<file path="src/rtl/nbf_pkg.sv">
package nbf_pkg;

  // Decision taken by the transmit sequencer in one cycle
  typedef enum logic [1:0] {
    ACT_WAIT  = 2'd0,
    ACT_SETUP = 2'd1,
    ACT_SEND  = 2'd2
  } tx_act_e;

endpackage

</file>
<file path="src/rtl/nbf_msg_writer.sv">
module nbf_msg_writer #(
  parameter int DATA_W  = 8,
  parameter int DEPTH   = 32,
  parameter int MAX_MSG = 8,
  localparam int AW = $clog2(DEPTH),
  localparam int PW = AW + 1,
  localparam int CW = $clog2(MAX_MSG + 1)
) (
  input  logic              clk,
  input  logic              rst,
  input  logic              wr_valid,
  input  logic [DATA_W-1:0] wr_data,
  input  logic              wr_last,
  output logic              wr_ready,
  output logic              room_ok,
  input  logic [PW-1:0]     rd_tail,
  output logic              mem_we,
  output logic [AW-1:0]     mem_waddr,
  output logic              mem_wmark,
  output logic [DATA_W-1:0] mem_wdata,
  output logic [PW-1:0]     head_commit
);

  logic [PW-1:0] spec_q;   // write position, includes the open message
  logic [PW-1:0] head_q;   // end of the last closed message
  logic [CW-1:0] pend_q;   // bytes stored for the open message
  logic          in_msg_q;
  logic          over_q;   // open message has exceeded MAX_MSG

  logic [PW-1:0] used;
  logic          accept;
  logic          fits;

  assign used     = spec_q - rd_tail;
  assign room_ok  = (PW'(DEPTH) - used) >= PW'(MAX_MSG);
  assign wr_ready = in_msg_q | room_ok;
  assign accept   = wr_valid & wr_ready;
  assign fits     = pend_q < CW'(MAX_MSG);

  assign mem_we      = accept & fits;
  assign mem_waddr   = spec_q[AW-1:0];
  assign mem_wmark   = (pend_q == '0);
  assign mem_wdata   = wr_data;
  assign head_commit = head_q;

  always_ff @(posedge clk) begin
    if (rst) begin
      spec_q   <= '0;
      head_q   <= '0;
      pend_q   <= '0;
      in_msg_q <= 1'b0;
      over_q   <= 1'b0;
    end else if (accept) begin
      if (wr_last) begin
        in_msg_q <= 1'b0;
        pend_q   <= '0;
        over_q   <= 1'b0;
        if (over_q || !fits) begin
          spec_q <= head_q;
        end else begin
          spec_q <= spec_q + PW'(1);
          head_q <= spec_q + PW'(1);
        end
      end else begin
        in_msg_q <= 1'b1;
        if (fits) begin
          spec_q <= spec_q + PW'(1);
          pend_q <= pend_q + CW'(1);
        end else begin
          over_q <= 1'b1;
        end
      end
    end
  end

endmodule

</file>
<file path="src/rtl/nbf_store.sv">
module nbf_store #(
  parameter int W     = 9,
  parameter int DEPTH = 32,
  localparam int AW = $clog2(DEPTH)
) (
  input  logic          clk,
  input  logic          we,
  input  logic [AW-1:0] waddr,
  input  logic [W-1:0]  wdata,
  input  logic [AW-1:0] raddr,
  output logic [W-1:0]  rdata
);

  logic [W-1:0] mem [DEPTH];

  // Simple dual-port, registered read: maps onto block RAM
  always_ff @(posedge clk) begin
    if (we) mem[waddr] <= wdata;
    rdata <= mem[raddr];
  end

endmodule

</file>
<file path="src/rtl/nbf_tx_seq.sv">
module nbf_tx_seq
  import nbf_pkg::*;
#(
  parameter int DATA_W = 8,
  parameter int DEPTH  = 32,
  localparam int AW = $clog2(DEPTH),
  localparam int PW = AW + 1
) (
  input  logic              clk,
  input  logic              rst,
  input  logic [PW-1:0]     head_commit,
  input  logic              rd_mark,
  input  logic [DATA_W-1:0] rd_data,
  output logic [AW-1:0]     rd_addr,
  output logic [PW-1:0]     tail,
  input  logic              tx_full,
  input  logic              tx_idle,
  output logic              tx_load,
  output logic [DATA_W-1:0] tx_data,
  output logic              tx_nine
);

  logic [PW-1:0] head_d;    // commit pointer, one cycle late to cover read latency
  logic [PW-1:0] tail_q;
  logic [PW-1:0] tail_nx;
  logic          nine_vld;  // tx_nine reflects a setting already applied
  logic          avail;
  logic          same_nine;
  tx_act_e       act;

  assign avail     = head_d != tail_q;
  assign same_nine = nine_vld & (rd_mark == tx_nine);

  always_comb begin
    act = ACT_WAIT;
    if (avail && !tx_load) begin
      if (same_nine) begin
        if (!tx_full) act = ACT_SEND;
      end else if (tx_idle) begin
        act = ACT_SETUP;
      end
    end
  end

  assign tail_nx = tail_q + PW'(act == ACT_SEND);
  assign rd_addr = tail_nx[AW-1:0];
  assign tail    = tail_q;

  always_ff @(posedge clk) begin
    if (rst) begin
      head_d   <= '0;
      tail_q   <= '0;
      nine_vld <= 1'b0;
      tx_nine  <= 1'b0;
      tx_load  <= 1'b0;
      tx_data  <= '0;
    end else begin
      head_d  <= head_commit;
      tail_q  <= tail_nx;
      tx_load <= (act == ACT_SEND);
      if (act == ACT_SEND) tx_data <= rd_data;
      if (act == ACT_SETUP) begin
        tx_nine  <= rd_mark;
        nine_vld <= 1'b1;
      end
    end
  end

endmodule

</file>
<file path="src/rtl/nine_bit_tx_framer.sv">
module nine_bit_tx_framer #(
  parameter int DATA_W  = 8,
  parameter int DEPTH   = 32,
  parameter int MAX_MSG = 8,
  localparam int AW = $clog2(DEPTH),
  localparam int PW = AW + 1,
  localparam int EW = DATA_W + 1
) (
  input  logic              clk,
  input  logic              rst,
  input  logic              wr_valid,
  input  logic [DATA_W-1:0] wr_data,
  input  logic              wr_last,
  output logic              wr_ready,
  output logic              room_ok,
  output logic [DATA_W-1:0] tx_data,
  output logic              tx_load,
  output logic              tx_nine,
  input  logic              tx_full,
  input  logic              tx_idle
);

  logic              mem_we;
  logic [AW-1:0]     mem_waddr;
  logic              mem_wmark;
  logic [DATA_W-1:0] mem_wdata;
  logic [AW-1:0]     mem_raddr;
  logic [EW-1:0]     mem_rdata;
  logic [PW-1:0]     head_c;
  logic [PW-1:0]     tail_p;

  nbf_msg_writer #(.DATA_W(DATA_W), .DEPTH(DEPTH), .MAX_MSG(MAX_MSG)) writer_i (
    .clk         (clk),
    .rst         (rst),
    .wr_valid    (wr_valid),
    .wr_data     (wr_data),
    .wr_last     (wr_last),
    .wr_ready    (wr_ready),
    .room_ok     (room_ok),
    .rd_tail     (tail_p),
    .mem_we      (mem_we),
    .mem_waddr   (mem_waddr),
    .mem_wmark   (mem_wmark),
    .mem_wdata   (mem_wdata),
    .head_commit (head_c)
  );

  nbf_store #(.W(EW), .DEPTH(DEPTH)) store_i (
    .clk   (clk),
    .we    (mem_we),
    .waddr (mem_waddr),
    .wdata ({mem_wmark, mem_wdata}),
    .raddr (mem_raddr),
    .rdata (mem_rdata)
  );

  nbf_tx_seq #(.DATA_W(DATA_W), .DEPTH(DEPTH)) seq_i (
    .clk         (clk),
    .rst         (rst),
    .head_commit (head_c),
    .rd_mark     (mem_rdata[EW-1]),
    .rd_data     (mem_rdata[DATA_W-1:0]),
    .rd_addr     (mem_raddr),
    .tail        (tail_p),
    .tx_full     (tx_full),
    .tx_idle     (tx_idle),
    .tx_load     (tx_load),
    .tx_data     (tx_data),
    .tx_nine     (tx_nine)
  );

endmodule

</file>
<file path="config.mk">
export PLATFORM = sky130hd
export DESIGN_NAME = nine_bit_tx_framer
export DESIGN_NICKNAME = d
export VERILOG_FILES = /design/src/rtl/nbf_pkg.sv /design/src/rtl/nbf_msg_writer.sv /design/src/rtl/nbf_store.sv /design/src/rtl/nbf_tx_seq.sv /design/src/rtl/nine_bit_tx_framer.sv
export SDC_FILE = /design/constraint.sdc
export NUM_CORES = 1
export LEC_CHECK = 0
export BUFFER_PORTS_ARGS = -buffer_cell sky130_fd_sc_hd__buf_4
export CAP_MARGIN = 30
export CELL_PAD_IN_SITES_DETAIL_PLACEMENT = 1
export CELL_PAD_IN_SITES_GLOBAL_PLACEMENT = 2
export CORE_AREA = 4 4 200 163
export CTS_CLUSTER_DIAMETER = 120
export CTS_CLUSTER_SIZE = 20
export DETAILED_ROUTE_END_ITERATION = 8
export DIE_AREA = 0 0 204 167
export GPL_ROUTABILITY_DRIVEN = 0
export PLACE_DENSITY = 0.74
export SYNTH_ARGS = -nofsm -noshare
export SYNTH_HDL_FRONTEND = slang
export SYNTH_SLANG_ARGS = --single-unit
</file>
<file path="constraint.sdc">
create_clock -name clk -period 3.3 [get_ports clk]
set_clock_uncertainty 0.15 [all_clocks]
set_input_delay 0.165 -clock clk [delete_from_list [all_inputs] [get_ports clk]]
set_output_delay 0.165 -clock clk [all_outputs]
set_load 0.1 [all_outputs]
</file>
; ---- Word-level counts from Yosys, hierarchy flattened
; Memories as Yosys holds them, arrays and structs flattened. A register that Yosys moved wholly into a read port is not among the register bits.
; Index checks and enable logic that the tools add are counted.
[op_classes]
magnitude_cmp = 2
n_eq_ne = 5
n_reduce_logical = 9
mux = 14
bitwise_logic = 4
add_sub_neg = 5
[op_table]
columns = operator, count
row1 = $mux 6, 3
row2 = $mux 4, 2
row3 = $add 6x1->6, 1
row4 = $add 6x1->6 const B, 1
row5 = $ge 6x4->1 const B, 1
row6 = $mux 1, 6
row7 = $mux 2, 3
row8 = $ne 6x6->1, 1
row9 = $reduce_and 2->1, 3
row10 = $sub 6x6->6, 1
row11 = $sub 6x6->6 const A, 1
row12 = $add 4x1->4 const B, 1
row13 = $logic_not 4->1, 1
row14 = $lt 4x4->1 const B, 1
row15 = $and 1x1->1, 3
row16 = $eq 2x1->1 const B, 1
row17 = $eq 2x2->1 const B, 1
row18 = $logic_not 1->1, 2
row19 = $ne 2x2->1 const B, 1
row20 = $reduce_bool 2->1, 1
row21 = $eq 1x1->1, 1
row22 = $logic_and 1x1->1, 1
row23 = $logic_or 1x1->1, 1
row24 = $or 1x1->1, 1
[word_totals]
mem_count = 1
mem_bits_rw = 288
regBits = 41
input_bits = 14
[memory_table]
columns = memory, words, word_bits, read_ports, rd_clocked_by_memory_dff, wr, line_no
row1 = store_i.mem, 32, 9, 1, 1, 1, nbf_store.sv:14  ; logic [W-1:0] mem [DEPTH];

; ---- Depth between registers and ports, before layout
[logic_depth]
ltp_word = 8
mapped_depth = 14

; ---- Hierarchy
; A second synthesis with hierarchy kept.
[hier_totals]
cells_unflattened = 741
hier_area_um2 = 13663.1
[modules_own_cells]
columns = mod, area_each_um2, n_inst, cells_each
row1 = nbf_store, 11282.1, 1, 463
row2 = nbf_msg_writer, 1320.0, 1, 166
row3 = nbf_tx_seq, 1061.0, 1, 112

; ---- Worst setup path before layout
; Ideal clock, no wire load.
[synth_timing]
path_kind = register to register
start = register seq_i.tx_nine
end = register store_i.rdata[0] (read register of store_i.mem)
period_less_slack_ns = 4.026
path_slack_ns = -0.726
arrival_time_ns = 3.755
stages_incl_launch_ff = 12
path_cell_list = dfxtp_1 xor2_1 nor3_1 and3_1 buf_2 ha_1 ha_1 clkbuf_1 clkbuf_1 mux4_2 mux4_2 mux2_2
[synth_via]
elab_chain_cells = 6
[synth_rtl]
columns = item, line_no
row1 = "start, declared", nbf_tx_seq.sv:20  ; output logic tx_nine
row2 = "start signal, assigned", nbf_tx_seq.sv:63  ; tx_nine <= rd_mark;
row3 = $eq 1x1->1, nbf_tx_seq.sv:32  ; assign same_nine = nine_vld & (rd_mark == tx_nine);
row4 = $and 1x1->1, nbf_tx_seq.sv:32
row5 = $mux 2, nbf_tx_seq.sv:37  ; if (same_nine) begin
row6 = $mux 2, nbf_tx_seq.sv:36  ; if (avail && !tx_load) begin
row7 = $eq 2x2->1, nbf_tx_seq.sv:45  ; assign tail_nx = tail_q + PW'(act == ACT_SEND);
row8 = $add 6x1->6, nbf_tx_seq.sv:45
row9 = named net mem_raddr[1], nine_bit_tx_framer.sv:27  ; logic [AW-1:0] mem_raddr;
row10 = "end, declared", nbf_store.sv:11  ; output logic [W-1:0] rdata
; The timed path passes the listed nets, and every way through them passes these cells.
; A chain may end at the register's enable or synchronous reset.

; ---- Worst setup path in the final report
[layout_timing]
start = register seq_i.tail_q[3], in the netlist seq_i.tail[3]
end = register store_i.rdata[7] (read register of store_i.mem)
[layout_via]
elab_chain_cells = 5
[layout_rtl]
columns = item, line_no
row1 = "start, declared", nbf_tx_seq.sv:24  ; logic [PW-1:0] tail_q;
row2 = "start signal, assigned", nbf_tx_seq.sv:59  ; tail_q <= tail_nx;
row3 = $ne 6x6->1, nbf_tx_seq.sv:31  ; assign avail = head_d != tail_q;
row4 = $logic_and 1x1->1, nbf_tx_seq.sv:36
row5 = $mux 2, nbf_tx_seq.sv:36
row6 = $eq 2x2->1, nbf_tx_seq.sv:45
row7 = $add 6x1->6, nbf_tx_seq.sv:45
row8 = named net mem_raddr[0], nine_bit_tx_framer.sv:27
; The timed path passes the listed nets, and every way through them passes these cells.

==> results_dict.tcl <==
set metrics [dict create \
    hold_viol 0 \
    slowest_delay_ns 0.58 \
    cp_max_fo 7 \
    ant_nets 0 \
    critPathLaunch "seq_i.tail[3]" \
    synth_top_cell_area_share_pct 64.8 \
    status "finished, violations left" \
    floorplan.die_area_um2 34100 \
    globalRouteTotalUtil_pct 21.5 \
    worstPathRequired_ns 3.55 \
    hpwl_mm 22.1 \
    hold-worst-slack_ns 0.179 \
    die_w_um 204 \
    cp-start-kind "register" \
    cp_num_cells 10 \
    switching_power_mw 1.80 \
    dp_slack_ns -0.207 \
    numCtsBuffers 20 \
    cts_tree "yes" \
    p_seq_share_pct 59.1 \
    drive_gt1_share_pct 37.3 \
    grt_overflow 0 \
    rr_worst_depth 10 \
    root_buffer "clkbuf_16" \
    sw_frac_of_total_pct 22.3 \
    r2r_slack_ns -0.10 \
    hp-class "in2reg" \
    drv_slew 0 \
    nNetsFinal 878 \
    cts.sinks 338 \
    drv_cap 0 \
    synth_async_sr_flop_share_pct 0 \
    fin_cells 1273 \
    clkTransAtPathRegs_ns 0.08 \
    drc 0 \
    worst_slack_ns -0.104 \
    yosys.cell_count.top_type "edfxtp_1" \
    yosysSeqAreaShare_pct 72.3 \
    p_leak_nw 5.41 \
    crit_slowest_cell "mux4_2" \
    r2r_start "seq_i.tail[3]" \
    synth_cells 698 \
    io_pins 26 \
    grt_max_degree 42 \
    antenna_cells 0 \
    coreArea_um2 30300 \
    worst_pin_slew_ns 0.977 \
    arrival_ns 3.66 \
    cp_top_family "multiplexers" \
    ys_seq_elements 338 \
    portBuffers 25 \
    slew_headroom_pct 34.6 \
    ir_drop_mv 0.431 \
    power_density_nw_per_um2 489 \
    path_buf_inv 2 \
    ys_top_cells_by_count "edfxtp_1 (288), mux4_2 (90), nor2_1 (55), dfxtp_1 (50), a21oi_1 (23)" \
    syn_nets 730 \
    min_period_ns 3.40 \
    yosys-top-cells-area "edfxtp_1 (65%), mux4_2 (15%), dfxtp_1 (7.5%), ha_1 (1.6%), nor2_1 (1.5%)" \
    ys.flop_type "edfxtp_1" \
    drt-vias-per-instance 5.79 \
    dr_total_vias 7375 \
    setup_viol 9 \
    syn_area_um2 13300 \
    total_power_mw 8.05 \
    cpMostUsedCell "mux4_2" \
    finalCritPeriodShare_pct 103 \
    endpoint "store_i.rdata[7]" \
    rows 57 \
    initial_core_util_pct 44.0 \
    end_kind "register" \
    ctsLongestPathBuffers 3 \
    wire_per_inst_um 29.0 \
    grt_first_pass_wirelength_mm 53.5 \
    antenna_found_initial 1 \
    avgSynthCellArea_um2 19.1 \
    p_comb_share_pct 9.1 \
    htree_num_levels 1 \
    crit_type "reg2reg" \
    dr.pass1.iters 5 \
    syn_to_final_growth_pct 23.5 \
    worstPathCellList "xor2_1, nor4_1, nand3_1, and3_4, ha_4, buf_12, clkbuf_16, mux4_2, mux4_2, mux2_2" \
    max_freq_mhz 294 \
    yosysTopAreaCell "edfxtp_1" \
    synth_warnings 0 \
    drt_iter0_drc 597 \
    die_h_um 167 \
    pwr-share-clk_pct 31.9 \
    grt_setup_unrepaired "yes" \
    drt-total-wl_mm 36.9 \
    dpl.cell_count 1185 \
    post-route-util_pct 54.3 \
    grt_pass1_vias 7674 \
    timing.rr.end "store_i.rdata[7]" \
    synth-edff-count 288 \
    synth.distinct_cells 39 \
    internal-power_mw 6.25 \
    clock_latency_ns 0.52 \
    violations "negative setup slack" \
]
tightest hold or removal path, cell delays in order:
cell and delay [ns]:
buf_4 0.08, nor3_1 0.05, and3_4 0.20, buf_4 0.19, nor2b_1 0.14
metal layers:
metal | track usage, % | share of wire (%) | vias up | wire length, um
met1 | 30.9 | 42 | 3914 | 15400
li1 | - | - | 3088 | -
met3 | 4.37 | 7.2 | 63 | 2660
met5 | 0 | 0.019 | - | 7
met2 | 34.5 | 48 | 308 | 17800
met4 | 4.75 | 2.7 | 2 | 1000
layout by cell type (no fill, tap or decap), types with 17 or more instances in the layout:
| master | instances |
|---|---|
| a21oi_1 | 23 |
| buf_4 | 81 |
| edfxtp_1 | 288 |
| clkbuf_16 | 24 |
| dfxtp_1 | 45 |
| nor2_1 | 27 |
| nor2_4 | 17 |
| nand3_1 | 20 |
| buf_12 | 21 |
| mux4_2 | 90 |
| buf_6 | 33 |
final cells by class:
class | count | area (um^2)
inverters | 18 | 72.6
flip-flops and latches | 338 | 9660
fillers | 2696 | 13800
multi-input cells | 308 | 3740
repair buffers | 160 | 1890
clock buffers | 36 | 592
well taps | 413 | 517
worst min path at each step:
stage / from / to / slack, ns / cells past startpoint
after floorplan: rst / seq_i.head_d[5] / 0.09 / 1
after global placement: wr_last / writer_i.in_msg_q / 0.28 / 2
after detailed placement: wr_last / writer_i.in_msg_q / 0.30 / 2
after CTS: tx_full / seq_i.tx_load / 0.15 / 5
after global routing: tx_full / seq_i.tx_load / 0.17 / 5
final: tx_full / seq_i.tx_load / 0.18 / 5
cell families (layout without fill, tap and decap cells):
| family | Yosys count | after routing | share of synthesized area (%) |
|---|---|---|---|
| DFF | 338 | 338 | 72.3 |
| and+or+nand+nor | 120 | 120 | 4.31 |
| muxes | 109 | 109 | 16.7 |
| buffers and inverters | 52 | 214 | 1.84 |
| AOI/OAI and AO/OA | 43 | 43 | 1.83 |
| adders and majority gates | 18 | 18 | 1.74 |
| xor gates and xnor gates | 18 | 18 | 1.24 |
through the flow:
step	setup TNS, ns	instance area [um^2]
floorplan	-39.55	13500
global placement	-3.95	14800
detailed placement	-39.47	14800
CTS	-0.353	16300
global route	-1.18	16500
finish	-0.575	16500
flip-flops by register name (all words and copies together), names as in the netlist:
name / cells
writer_i.in_msg_q: 1
seq_i.head_d: 6
seq_i.tail: 6
writer_i.pend_q: 4
writer_i.head_commit: 6
seq_i.tx_data: 8
writer_i.spec_q: 6
store_i.mem: 288
store_i.rdata: 9
seq_i.tx_load: 1
seq_i.tx_nine: 1
seq_i.nine_vld: 1
writer_i.over_q: 1
power groups by stage:
stage	sequential, mW	clock (mW)	combinational [mW]
floorplan	4.84	0	0.313
global route	4.76	2.81	0.778
CTS	4.75	2.62	0.688
detailed placement	4.85	0	0.542
finish	4.75	2.56	0.732
global placement	4.85	0	0.515
repair_timing:
action	in CTS	in global routing
resized for setup	103	21
buffers inserted	16	5
hold buffers	12	0
hold endpoints to repair	295	0
cloned	17	3
endpoints found under the setup margin	298	139
pin swaps	9	10
Power figures use the tool's default switching activity.
